===== src/rtl/txdma_pkg.sv =====
package txdma_pkg;

  typedef enum logic [3:0] {
    ST_OFF      = 4'd0,
    ST_RUN      = 4'd1,
    ST_PARKED   = 4'd2,
    ST_HALTED   = 4'd3,
    ST_PAUSING  = 4'd4
  } dma_state_e;

  typedef enum logic [3:0] {
    W_OFF, W_WAIT, W_DREQ, W_DRD, W_DCHK,
    W_BREQ, W_BRD, W_EMIT, W_DONE, W_HALT
  } walk_e;

  localparam logic [2:0] RA_CTRL  = 3'd0;
  localparam logic [2:0] RA_BASEL = 3'd1;
  localparam logic [2:0] RA_BASEH = 3'd2;
  localparam logic [2:0] RA_STOP  = 3'd3;
  localparam logic [2:0] RA_STATA = 3'd4;
  localparam logic [2:0] RA_STATB = 3'd5;
  localparam logic [2:0] RA_IRQ   = 3'd6;

  localparam int CB_EN   = 0;
  localparam int CB_PAUS = 1;
  localparam int CB_POFF = 11;
  localparam int CB_BSEL = 18;

  // flags nibble taken from descriptor word 0 bits 31:28
  localparam int FL_SOF  = 3;
  localparam int FL_EOF  = 2;
  localparam int FL_IRQ  = 1;
  localparam int FL_WRAP = 0;

endpackage


===== src/rtl/txdma_regs.sv =====
module txdma_regs
  import txdma_pkg::*;
#(
  parameter int CNT_W     = 16,
  parameter bit PARITY_OK = 1'b1
) (
  input  logic             clk,
  input  logic             rst_n,
  input  logic             wr,
  input  logic [2:0]       addr,
  input  logic [31:0]      wdata,
  output logic [31:0]      rdata,
  input  logic [31:0]      cur_ptr,
  input  dma_state_e       state,
  input  logic [CNT_W-1:0] remain,
  input  logic             irq_set,
  output logic             en,
  output logic             pause,
  output logic [2:0]       bsel,
  output logic [31:0]      base_lo,
  output logic [31:0]      base_hi,
  output logic [31:0]      stop_ptr,
  output logic             irq
);

  logic        en_n, pause_n, poff_q, poff_n, irq_n;
  logic [2:0]  bsel_n;
  logic [31:0] base_lo_n, base_hi_n, stop_n;
  logic        wr_ctrl;

  assign wr_ctrl = wr && (addr == RA_CTRL);

  always_comb begin
    en_n      = en;
    pause_n   = pause;
    bsel_n    = bsel;
    base_lo_n = base_lo;
    base_hi_n = base_hi;
    stop_n    = stop_ptr;
    irq_n     = irq;
    if (wr_ctrl) begin
      en_n    = wdata[CB_EN];
      pause_n = wdata[CB_PAUS];
      bsel_n  = wdata[CB_BSEL +: 3];
    end
    if (wr && addr == RA_BASEL) base_lo_n = {wdata[31:4], 4'h0};
    if (wr && addr == RA_BASEH) base_hi_n = wdata;
    if (wr && addr == RA_STOP)  stop_n    = {wdata[31:4], 4'h0};
    if (wr && addr == RA_IRQ && wdata[0]) irq_n = 1'b0;
    if (irq_set) irq_n = 1'b1;
  end

  generate
    if (PARITY_OK) begin : g_par
      assign poff_n = wr_ctrl ? wdata[CB_POFF] : poff_q;
      AST_POFF_READBACK: assert property (@(posedge clk) disable iff (!rst_n)
        wr_ctrl |=> poff_q == $past(wdata[CB_POFF]));
    end else begin : g_nopar
      assign poff_n = 1'b0;
    end
  endgenerate

  always_ff @(posedge clk or negedge rst_n) begin
    if (!rst_n) begin
      en       <= 1'b0;
      pause    <= 1'b0;
      poff_q   <= 1'b0;
      bsel     <= 3'd0;
      base_lo  <= 32'd0;
      base_hi  <= 32'd0;
      stop_ptr <= 32'd0;
      irq      <= 1'b0;
    end else begin
      en       <= en_n;
      pause    <= pause_n;
      poff_q   <= poff_n;
      bsel     <= bsel_n;
      base_lo  <= base_lo_n;
      base_hi  <= base_hi_n;
      stop_ptr <= stop_n;
      irq      <= irq_n;
    end
  end

  always_comb begin
    rdata = 32'd0;
    case (addr)
      RA_CTRL:  rdata = {11'd0, bsel, 6'd0, poff_q, 9'd0, pause, en};
      RA_BASEL: rdata = base_lo;
      RA_BASEH: rdata = base_hi;
      RA_STOP:  rdata = stop_ptr;
      RA_STATA: rdata = {state, cur_ptr[27:0]};
      RA_STATB: rdata = {{(32-CNT_W){1'b0}}, remain};
      RA_IRQ:   rdata = {31'd0, irq};
      default:  rdata = 32'd0;
    endcase
  end

  AST_IRQ_SETS: assert property (@(posedge clk) disable iff (!rst_n)
    irq_set |=> irq);
  AST_IRQ_W1C: assert property (@(posedge clk) disable iff (!rst_n)
    (wr && addr == RA_IRQ && wdata[0] && !irq_set) |=> !irq);

endmodule


===== src/rtl/txdma_walker.sv =====
module txdma_walker
  import txdma_pkg::*;
#(
  parameter int CNT_W   = 16,
  parameter int MAX_LEN = 2048
) (
  input  logic             clk,
  input  logic             rst_n,
  input  logic             en,
  input  logic             pause,
  input  logic [2:0]       bsel,
  input  logic [31:0]      base_lo,
  input  logic [31:0]      base_hi,
  input  logic [31:0]      stop_ptr,
  output logic             mem_req,
  output logic [63:0]      mem_addr,
  output logic [7:0]       mem_words,
  input  logic             mem_gnt,
  input  logic             mem_rvalid,
  input  logic [31:0]      mem_rdata,
  output logic             mem_rready,
  output logic [7:0]       tx_data,
  output logic             tx_valid,
  output logic             tx_sof,
  output logic             tx_eof,
  input  logic             tx_ready,
  output logic [31:0]      cur_ptr,
  output dma_state_e       state,
  output logic [CNT_W-1:0] remain,
  output logic             irq_set
);

  walk_e            fsm, fsm_n;
  logic [31:0]      cur_n;
  logic [3:0]       flg, flg_n;
  logic [CNT_W-1:0] cnt, cnt_n, rem_n, wleft, wleft_n;
  logic [63:0]      baddr, baddr_n;
  logic [31:0]      word, word_n;
  logic [7:0]       bcnt, bcnt_n, bmax, burst;
  logic [1:0]       bidx, bidx_n, wsel, wsel_n;
  logic             first, first_n;

  assign bmax  = 8'd1 << bsel;
  assign burst = (wleft < {{(CNT_W-8){1'b0}}, bmax}) ? wleft[7:0] : bmax;

  always_comb begin
    fsm_n = fsm;   cur_n = cur_ptr; flg_n = flg;   cnt_n = cnt;
    rem_n = remain; wleft_n = wleft; baddr_n = baddr; word_n = word;
    bcnt_n = bcnt; bidx_n = bidx;   wsel_n = wsel; first_n = first;
    irq_set = 1'b0; mem_req = 1'b0; mem_addr = 64'd0; mem_words = 8'd0;
    mem_rready = 1'b0; tx_valid = 1'b0; tx_sof = 1'b0; tx_eof = 1'b0;
    tx_data = word[8*bidx +: 8];
    case (fsm)
      W_OFF: if (en) begin
        cur_n = base_lo;
        fsm_n = W_WAIT;
      end
      W_WAIT: begin
        if (!en) fsm_n = W_OFF;
        else if (!pause && cur_ptr != stop_ptr) fsm_n = W_DREQ;
      end
      W_DREQ: begin
        mem_req   = 1'b1;
        mem_addr  = {base_hi, cur_ptr};
        mem_words = 8'd4;
        if (mem_gnt) begin
          fsm_n  = W_DRD;
          wsel_n = 2'd0;
        end
      end
      W_DRD: begin
        mem_rready = 1'b1;
        if (mem_rvalid) begin
          case (wsel)
            2'd0: flg_n = mem_rdata[31:28];
            2'd1: cnt_n = mem_rdata[CNT_W-1:0];
            2'd2: baddr_n[31:0] = mem_rdata;
            default: baddr_n[63:32] = mem_rdata;
          endcase
          wsel_n = wsel + 2'd1;
          if (wsel == 2'd3) fsm_n = W_DCHK;
        end
      end
      W_DCHK: begin
        rem_n   = cnt;
        first_n = 1'b1;
        wleft_n = CNT_W'(({1'b0, cnt} + (CNT_W+1)'(3)) >> 2);
        if (cnt == '0) fsm_n = W_DONE;
        else if (cnt > CNT_W'(MAX_LEN)) fsm_n = W_HALT;
        else fsm_n = W_BREQ;
      end
      W_BREQ: begin
        mem_req   = 1'b1;
        mem_addr  = baddr;
        mem_words = burst;
        if (mem_gnt) begin
          baddr_n = baddr + {54'd0, burst, 2'b00};
          wleft_n = wleft - {{(CNT_W-8){1'b0}}, burst};
          bcnt_n  = burst;
          fsm_n   = W_BRD;
        end
      end
      W_BRD: begin
        mem_rready = 1'b1;
        if (mem_rvalid) begin
          word_n = mem_rdata;
          bidx_n = 2'd0;
          bcnt_n = bcnt - 8'd1;
          fsm_n  = W_EMIT;
        end
      end
      W_EMIT: begin
        tx_valid = 1'b1;
        tx_sof   = first && flg[FL_SOF];
        tx_eof   = (remain == CNT_W'(1)) && flg[FL_EOF];
        if (tx_ready) begin
          rem_n   = remain - CNT_W'(1);
          first_n = 1'b0;
          bidx_n  = bidx + 2'd1;
          if (remain == CNT_W'(1)) fsm_n = W_DONE;
          else if (bidx == 2'd3) fsm_n = (bcnt != 8'd0) ? W_BRD : W_BREQ;
        end
      end
      W_DONE: begin
        irq_set = flg[FL_IRQ];
        cur_n   = flg[FL_WRAP] ? base_lo : cur_ptr + 32'd16;
        fsm_n   = en ? W_WAIT : W_OFF;
      end
      W_HALT: if (!en) fsm_n = W_OFF;
      default: fsm_n = W_OFF;
    endcase
  end

  always_comb begin
    case (fsm)
      W_OFF:   state = ST_OFF;
      W_HALT:  state = ST_HALTED;
      W_WAIT:  state = (!en || pause || cur_ptr == stop_ptr) ? ST_PARKED : ST_RUN;
      default: state = pause ? ST_PAUSING : ST_RUN;
    endcase
  end

  always_ff @(posedge clk or negedge rst_n) begin
    if (!rst_n) begin
      fsm <= W_OFF;   cur_ptr <= 32'd0; flg <= 4'd0;   cnt <= '0;
      remain <= '0;   wleft <= '0;      baddr <= 64'd0; word <= 32'd0;
      bcnt <= 8'd0;   bidx <= 2'd0;     wsel <= 2'd0;  first <= 1'b0;
    end else begin
      fsm <= fsm_n;   cur_ptr <= cur_n; flg <= flg_n;  cnt <= cnt_n;
      remain <= rem_n; wleft <= wleft_n; baddr <= baddr_n; word <= word_n;
      bcnt <= bcnt_n; bidx <= bidx_n;   wsel <= wsel_n; first <= first_n;
    end
  end

  AST_REQ_HOLD: assert property (@(posedge clk) disable iff (!rst_n)
    (mem_req && !mem_gnt) |=> (mem_req && $stable(mem_addr) && $stable(mem_words)));
  AST_BEAT_HOLD: assert property (@(posedge clk) disable iff (!rst_n)
    (tx_valid && !tx_ready) |=> (tx_valid && $stable(tx_data) && $stable(tx_sof) && $stable(tx_eof)));
  AST_BURST_CAP: assert property (@(posedge clk) disable iff (!rst_n)
    (mem_req && fsm == W_BREQ) |-> (mem_words != 8'd0 && mem_words <= bmax));
  AST_OFF_QUIET: assert property (@(posedge clk) disable iff (!rst_n)
    (state == ST_OFF) |-> (!tx_valid && !mem_req));
  AST_HALT_QUIET: assert property (@(posedge clk) disable iff (!rst_n)
    (state == ST_HALTED) |-> (!tx_valid && !mem_req));

endmodule


===== src/rtl/txdma_engine.sv =====
module txdma_engine
  import txdma_pkg::*;
#(
  parameter int CNT_W     = 16,
  parameter int MAX_LEN   = 2048,
  parameter bit PARITY_OK = 1'b1
) (
  input  logic        clk,
  input  logic        rst_n,
  input  logic        reg_wr,
  input  logic [2:0]  reg_addr,
  input  logic [31:0] reg_wdata,
  output logic [31:0] reg_rdata,
  output logic        mem_req,
  output logic [63:0] mem_addr,
  output logic [7:0]  mem_words,
  input  logic        mem_gnt,
  input  logic        mem_rvalid,
  input  logic [31:0] mem_rdata,
  output logic        mem_rready,
  output logic [7:0]  tx_data,
  output logic        tx_valid,
  output logic        tx_sof,
  output logic        tx_eof,
  input  logic        tx_ready,
  output logic        tx_irq
);

  logic             en, pause, irq_set;
  logic [2:0]       bsel;
  logic [31:0]      base_lo, base_hi, stop_ptr, cur_ptr;
  logic [CNT_W-1:0] remain;
  dma_state_e       state;

  txdma_regs #(.CNT_W(CNT_W), .PARITY_OK(PARITY_OK)) u_regs (
    .clk(clk), .rst_n(rst_n), .wr(reg_wr), .addr(reg_addr), .wdata(reg_wdata),
    .rdata(reg_rdata), .cur_ptr(cur_ptr), .state(state), .remain(remain),
    .irq_set(irq_set), .en(en), .pause(pause), .bsel(bsel), .base_lo(base_lo),
    .base_hi(base_hi), .stop_ptr(stop_ptr), .irq(tx_irq)
  );

  txdma_walker #(.CNT_W(CNT_W), .MAX_LEN(MAX_LEN)) u_walk (
    .clk(clk), .rst_n(rst_n), .en(en), .pause(pause), .bsel(bsel),
    .base_lo(base_lo), .base_hi(base_hi), .stop_ptr(stop_ptr),
    .mem_req(mem_req), .mem_addr(mem_addr), .mem_words(mem_words),
    .mem_gnt(mem_gnt), .mem_rvalid(mem_rvalid), .mem_rdata(mem_rdata),
    .mem_rready(mem_rready), .tx_data(tx_data), .tx_valid(tx_valid),
    .tx_sof(tx_sof), .tx_eof(tx_eof), .tx_ready(tx_ready),
    .cur_ptr(cur_ptr), .state(state), .remain(remain), .irq_set(irq_set)
  );

endmodule


===== config.mk =====
export PLATFORM = sky130hd
export DESIGN_NAME = txdma_engine
export DESIGN_NICKNAME = d
export VERILOG_FILES = /design/src/rtl/txdma_pkg.sv /design/src/rtl/txdma_regs.sv /design/src/rtl/txdma_walker.sv /design/src/rtl/txdma_engine.sv
export SDC_FILE = /design/constraint.sdc
export NUM_CORES = 1
export LEC_CHECK = 0
export ABC_AREA = 1
export BUFFER_PORTS_ARGS = -buffer_cell sky130_fd_sc_hd__buf_2
export CELL_PAD_IN_SITES_DETAIL_PLACEMENT = 0
export CELL_PAD_IN_SITES_GLOBAL_PLACEMENT = 1
export CORE_ASPECT_RATIO = 0.7
export CORE_MARGIN = 2
export CORE_UTILIZATION = 40
export DETAILED_ROUTE_END_ITERATION = 7
export PLACE_DENSITY_LB_ADDON = 0.2
export SLEW_MARGIN = 0
export SYNTH_ARGS = -nofsm -noshare
export SYNTH_HDL_FRONTEND = slang
export SYNTH_SLANG_ARGS = --single-unit

===== constraint.sdc =====
create_clock -name clk -period 10.3 [get_ports clk]
set_input_delay 1.03 -clock clk [delete_from_list [all_inputs] [get_ports clk]]
set_output_delay 1.03 -clock clk [all_outputs]
set_load 0.02 [all_outputs]

==> results.tsv, run 1 <==
stage	metric	value	unit
timing	skew	0.02372	ns
pwr	p_leak	11.04	nW
synthesis	synth_xor_area_frac	0.01629	
cts	clk_pin_slew	0.06	ns
timing	period_minus_slack	4.904	ns
setup_path	worstSetupEndpointType	register	
pwr	p_sw	3.043	mW
synthesis	synthAdderAreaFrac	0.02341	
synthesis	synthesis.area	19350	sq um
finish	final_common_cell	nand2_1	
pwr	finalPower	6.036	mW
detailed_routing	first_iter_violations	2605	
global_routing	grt_start_max_net_pins	97	
cts	hold_buffers	0	
detailed_routing	antenna_left	0	
pwr	clockPowerShare	0.208	
finish	area_growth	12.99	%
detailed_routing	vias	20980	
timing	finalHoldViolations	0	
pwr	pwr-share-seq	0.344	
cts	clk_path_buf_depth	3	
detailed_routing	first_pass_iters	6	
die	initial_core_util	0.4050	
synthesis	synthDominantCellAreaShare	0.3724	
detailed_routing	viasPerCell	5.654	
synthesis	muxShareOfSynthArea	0.004655	
synthesis	synth.distinct_cells	47	
timing	maxSlewViolCount	0	
cts	cts_resized	0	
synthesis	synth_area_per_cell	6.607	sq um
timing	fin_tns_setup	0	ns
synthesis	seq_area_frac_synth	0.3724	
timing	worstMarginPinSlew	1.140	ns
cts	clk_latency	0.56	ns
pwr	sw_frac_of_total	0.5041	
cts	cts_made_buffers	34	
pwr	powerDensity	276.1	nW/um^2
detailed_routing	wl_met1	41440	microns
timing	rsz0062_at_grt	no	
synthesis	syn_inst	2929	
synthesis	synth_largest_area_cell	dfrtp_1	
die	core-area	47780	sq um
flow_run	cap_violations	0	
detailed_routing	wl_met3	7969	microns
die	fp.dieW	266.9	microns
timing	setup_violations	0	
detailed_routing	met2WireLength	35630	microns
detailed_routing	post-route-drc-count	0	
synthesis	synth_edf_count	0	
pwr	p_comb_frac	0.448	
synthesis	ys_async_sr_fraction	1.000	
synthesis	syn_nets	3037	
detailed_routing	wl	87250	microns
timing	maxSlewHeadroom	0.2375	
synthesis	synthSimpleGateAreaFrac	0.3201	
finish	final_nets	3173	
detailed_routing	wl_per_cell	23.52	microns
detailed_routing	top_layer	met5	
die	rows	67	
finish	mostFrequentLayoutCells	nand2_1 (863), inv_1 (398), o21ai_0 (302)	
min_path	min_path_type	reg -> reg	
global_routing	antenna_found_initial	5	
die	die_area	50180	sq um
finish	drive_gt1_frac	0.1023	
place	placement.io_buffers	190	
synthesis	synth_compound_gate_area_share	0.1588	
global_routing	overflow	0	
timing	fmax	203.9	MHz
cts	cts_tree	built	
timing	min_period_over_period	0.4761	
die	io_pins	191	
synthesis	ys_warn_count	0	
finish	fillCellCount	5093	
setup_path	required	10.69	ns
synthesis	synthFlopType	dfrtp_1	
setup_path	worstPathArrival	5.29	ns
cts	htreeDepth	2	
setup_path	cp_max_fo	9	
place	place.gp.congestion	0.9932	
global_routing	grt_pass1_vias	18990	
synthesis	synth_top_family_by_area	simple AND/OR/NAND/NOR gates	
cts	cts_sinks	288	
place	dp_hpwl	67590	microns
cts	ctsRootBufferMaster	clkbuf_16	
setup_path	start_kind	register	
pwr	power.internal	2.993	mW
cts	postCtsSetupBuffers	0	
synthesis	synthTopCellsByArea	dfrtp_1 (37%), nand2_1 (17%), o21ai_0 (7.8%)	
die	fp.dieH	188.0	microns
global_routing	grt_usage	0.3452	
global_routing	grt_pass1_wl	127600	microns
setup_path	setup.worst_path.class	reg -> reg	
synthesis	synth-seq-cells	288	
run_status	outcome	finished, final reports clean	
pwr	vdd_drop_max	0.1193	mV
synthesized netlist by cell type, types with 3 or more instances:
master     number
o21ai_0       302
nand4_1        58
nand2_1       864
o21ai_1        11
clkbuf_1       56
nand3_1       188
a21oi_1        86
and2_1          8
nor4_1          4
a31oi_2         3
nor2_1        299
xnor2_1        10
a221o_1         9
a31oi_1        10
a221oi_1        8
o221ai_1       12
inv_1         398
nor3_1         42
xor2_1         26
or2_2           3
o22ai_1        77
o2111ai_1       4
dfrtp_1       288
nand3b_1        4
buf_2          37
ha_1           33
nand2_2         9
o211ai_1       11
nand3_2         3
buf_1           6
a22oi_1         6
inv_2          15
nor2_2          9
a21o_1          3
mux2_2          8
sequential cells by signal (all words and copies together) (netlist names), 28 cells and up:
| register | count |
|---|---|
| u_walk.baddr | 64 |
| u_regs.base_hi | 32 |
| u_walk.word | 32 |
| u_regs.base_lo | 28 |
| u_regs.stop_ptr | 28 |
| u_walk.cur_ptr | 28 |
critical path, stage by stage (launching register included):
cell,delay [ns]
dfrtp_1,0.50
inv_1,0.15
nor3_1,0.29
inv_1,0.07
ha_1,0.29
a21oi_1,0.13
nor2_1,0.06
nor3_2,0.50
nand3_1,0.17
and2_1,0.21
inv_1,0.13
ha_1,0.28
inv_1,0.08
fa_1,0.40
inv_1,0.13
nand3_1,0.08
nand3_1,0.20
nand2_1,0.11
nand2_1,0.20
nand3_1,0.24
nor2_1,0.22
o21ai_0,0.11
nor2_1,0.13
a21oi_1,0.05
power by group through the flow:
stage	Combinational [mW]	Clock (mW)	Sequential, mW
3_3_place_gp	2.62	0	2.06
5_1_grt	2.97	1.32	2.11
4_1_cts	2.65	1.27	2.05
3_5_place_dp	2.64	0	2.06
6_report	2.70	1.26	2.08
2_1_floorplan	1.78	0	1.81
layout make-up:
class                   count  area (sq um)  share of cell area
clock inverters            11         108.9            0.004979
diodes                      1         2.502           0.0001144
repair buffers            204          1066             0.04876
clock buffers              48          1005             0.04595
well taps                 621         777.0             0.03554
flip-flops and latches    288          7207              0.3296
multi-input cells        2122         10140              0.4638
inverters                 415          1558             0.07124
cells by family (layout without fill, tap and decap cells):
family	after synthesis	count (layout)
other	0	1
AO/OA/AOI/OAI	547	547
AND/OR/NAND/NOR	1496	1496
XOR/XNOR	36	36
adder cells (fa/ha/maj)	35	35
flip-flops	288	288
multiplexers	8	8
buffers and inverters	519	678
final timing paths:
check                          startpoint           endpoint  slack [ns]  depth (start not counted)
hold / removal             u_walk.word[4]     u_walk.word[4]        0.48                          2
min in group asynchronous           rst_n    u_walk.word[24]        0.51                          1
setup reg to reg           u_regs.bsel[2]   u_walk.baddr[22]        5.40                         23
hold reg to reg            u_walk.word[4]     u_walk.word[4]        0.48                          2
max in group asynchronous           rst_n  u_walk.cur_ptr[7]        7.42                          3
setup / recovery           u_regs.bsel[2]   u_walk.baddr[22]        5.40                         23
per-stage QoR:
stage	hold slack [ns]	util	worst slack (ns)	std cells	area, sq um
final	0.4822	0.4576	5.396	3710	21860
after global placement	0.4590	0.4342	5.610	3650	20750
after detailed placement	0.4680	0.4342	5.555	3650	20750
after CTS	0.4837	0.4575	5.539	3709	21860
after floorplan	0.4422	-	6.468	2929	19350
after global routing	0.5064	0.4575	4.922	3709	21860
per-layer routing:
metal,global-route usage,vias to the layer above
li1,-,9771
met1,0.5432,10080
met2,0.4855,1021
met3,0.05502,102
met4,0.08319,2
met5,0,-
(Power assumes the default switching activity.)
==> run 2: changes to the inputs <==
Clock period 10.3 ns to 4.9 ns, I/O delays scaled along.
==> run 2 against run 1 <==
Against the previous run:
- register-to-register slack got worse by 4.9 ns
- cell count increased by 0.32%
- clock-buffer cell count increased by 3
- critical endpoint is now u_walk.baddr[50]
- largest power group unchanged
==> results.tsv, run 2 (synthesis results as in run 1) <==
stage	metric	value	unit	change
run_status	outcome	finished, final reports clean		
finish	design_area	22010	sq um	+0.68%
cts	cts_tree	built		
setup_path	path_depth	26		+13%
timing	fmax	226.4	MHz	+11%
detailed_routing	antenna_left	0		unchanged
global_routing	overflow	0		unchanged
setup_path	cp_common_cell	nand2_1		
timing	holdWs	0.2053	ns	-0.2769 ns
detailed_routing	wl	86960	microns	-0.33%
cts	cts_sinks	288		unchanged
setup_path	startpoint	u_regs.bsel[2]		
timing	worstMarginPinSlew	1.060	ns	-0.07976 ns
global_routing	grt_usage	0.3441		-0.001114
global_routing	grt_pass1_vias	19080		+0.47%
die	initial_core_util	0.4050		unchanged
place	dp_hpwl	68070	microns	+0.71%
die	io_pins	191		unchanged
setup_path	cp_num_buf_inv	5		unchanged
timing	skew	0.01862	ns	-0.005098 ns
detailed_routing	first_pass_iters	7		+1
cts	ctsRootBufferMaster	clkbuf_16		
pwr	finalPower	12.72	mW	+110%
die	fp.dieW	266.9	microns	unchanged
detailed_routing	vias	20940		-0.17%
timing	setup_violations	0		unchanged
global_routing	antenna_found_initial	3		-2
setup_path	worstSetupEndpointType	register		
cts	clk_pin_slew	0.06	ns	about the same
detailed_routing	wl_per_cell	23.36	microns	-0.65%
place	placement.io_buffers	190		unchanged
setup_path	reg2reg_slack	0.48	ns	-4.91 ns
pwr	vdd_drop_max	0.2795	mV	+130%
timing	period_minus_slack	4.416	ns	-0.4875 ns
pwr	powerDensity	577.9	nW/um^2	+110%
cts	postCtsSetupBuffers	0		unchanged
place	place_ws	0.3554	ns	-5.200 ns
timing	setup_ws	0.4837	ns	-4.913 ns
global_routing	grt_pass1_wl	127900	microns	+0.19%
detailed_routing	first_iter_violations	2626		+0.81%
die	core-area	47780	sq um	unchanged
cts	cts_made_buffers	34		unchanged
finish	largest_register_ffs	64		unchanged
finish	mostFrequentLayoutCells	nand2_1 (862), inv_1 (398), o21ai_0 (302)		
die	fp.dieH	188.0	microns	unchanged
setup_path	r2r-end	u_walk.baddr[50]		
setup_path	start_kind	register		
finish	top_regs	u_walk.baddr x64, u_regs.base_hi x32, u_walk.word x32		
detailed_routing	viasPerCell	5.626		-0.49%
place	dpl_cell_area	20840	sq um	+0.46%
setup_path	slowest_stage	dfrtp_1		
timing	maxSlewHeadroom	0.2923		+0.05483
setup_path	required	5.33	ns	-5.36 ns
detailed_routing	post-route-drc-count	0		unchanged
timing	min_period_over_period	0.9013		+0.4252
die	die_area	50180	sq um	unchanged
timing	rsz0062_at_grt	no		
setup_path	endpoint	u_walk.baddr[50]		
setup_path	worstPathArrival	4.85	ns	-0.44 ns
cts	htreeDepth	2		unchanged
setup_path	reg2reg_depth	26		+13%
flow_run	cap_violations	0		unchanged
global_routing	grt_start_max_net_pins	96		-1.0%
place	place.gp.congestion	0.9936		about the same
pwr	p_leak	11.11	nW	+0.66%
finish	drive_gt1_frac	0.1061		+0.003797
timing	maxSlewViolCount	0		unchanged
timing	fin_tns_setup	0	ns	unchanged
cts	clk_latency	0.55	ns	about the same
finish	final_nets	3185		+0.38%
setup_path	reg2reg_from	u_regs.bsel[2]		
setup_path	setup.worst_path.class	reg -> reg		
min_path	min_path_type	in -> reg		
setup_path	critPathMaxStageDelay	0.44	ns	-0.06 ns
finish	area_growth	13.75	%	
finish	largest-register	u_walk.baddr		
finish	final_common_cell	nand2_1		
cts	clk_path_buf_depth	3		unchanged
setup_path	cp_top_family	simple AND/OR/NAND/NOR gates		
setup_path	cp_max_fo	9		unchanged
timing	finalHoldViolations	0		unchanged
die	rows	67		unchanged
run 2: routing by layer:
metal,wire length [microns],GRT usage,vias to the layer above
met5,17,0,-
met4,2345,0.08535,2
met3,7760,0.06658,112
met2,35300,0.4854,945
met1,41540,0.5319,10100
li1,-,-,9784
run 2: layout make-up:
class	instances	area, sq um
clock inverters	8	115.1
well taps	621	777.0
fillers	5100	25770
diodes	1	2.502
inverters	415	1558
multi-input cells	2122	10160
flip-flops and latches	288	7207
clock buffers	51	1025
repair buffers	216	1171
run 2: how the worst min path moves through the flow:
| stage | cells past startpoint | from | slack, ns | endpoint |
|---|---|---|---|---|
| 3_3_place_gp | 2 | u_walk.first | 0.45 | u_walk.first |
| 3_5_place_dp | 2 | u_walk.first | 0.46 | u_walk.first |
| 4_1_cts | 2 | mem_rdata[20] | 0.19 | u_walk.word[20] |
| 2_1_floorplan | 0 | rst_n | 0.19 | u_regs.base_hi[0] |
| 5_1_grt | 2 | mem_rdata[21] | 0.20 | u_walk.word[21] |
| 6_report | 2 | mem_rdata[20] | 0.21 | u_walk.word[20] |
run 2: repair_timing:
item                                   in CTS  in global routing
setup endpoints to repair                   0                  7
resized for setup                           0                  4
endpoints found under the hold margin      71                  0
hold buffers                                1                  0
run 2: stage by stage:
step | std cells | util
final | 3722 | 0.4607
after global routing | 3721 | 0.4606
after CTS | 3721 | 0.4603
after detailed placement | 3661 | 0.4362
after global placement | 3661 | 0.4362
after floorplan | 2929 | -
run 2: power breakdown:
part	leakage (nW)	internal, mW	switching (mW)	total (mW)
clock	0.558	1.56	1.11	2.66
sequential	3.61	3.18	1.18	4.36
combinational	6.95	1.63	4.06	5.69
total	11.1	6.37	6.35	12.7
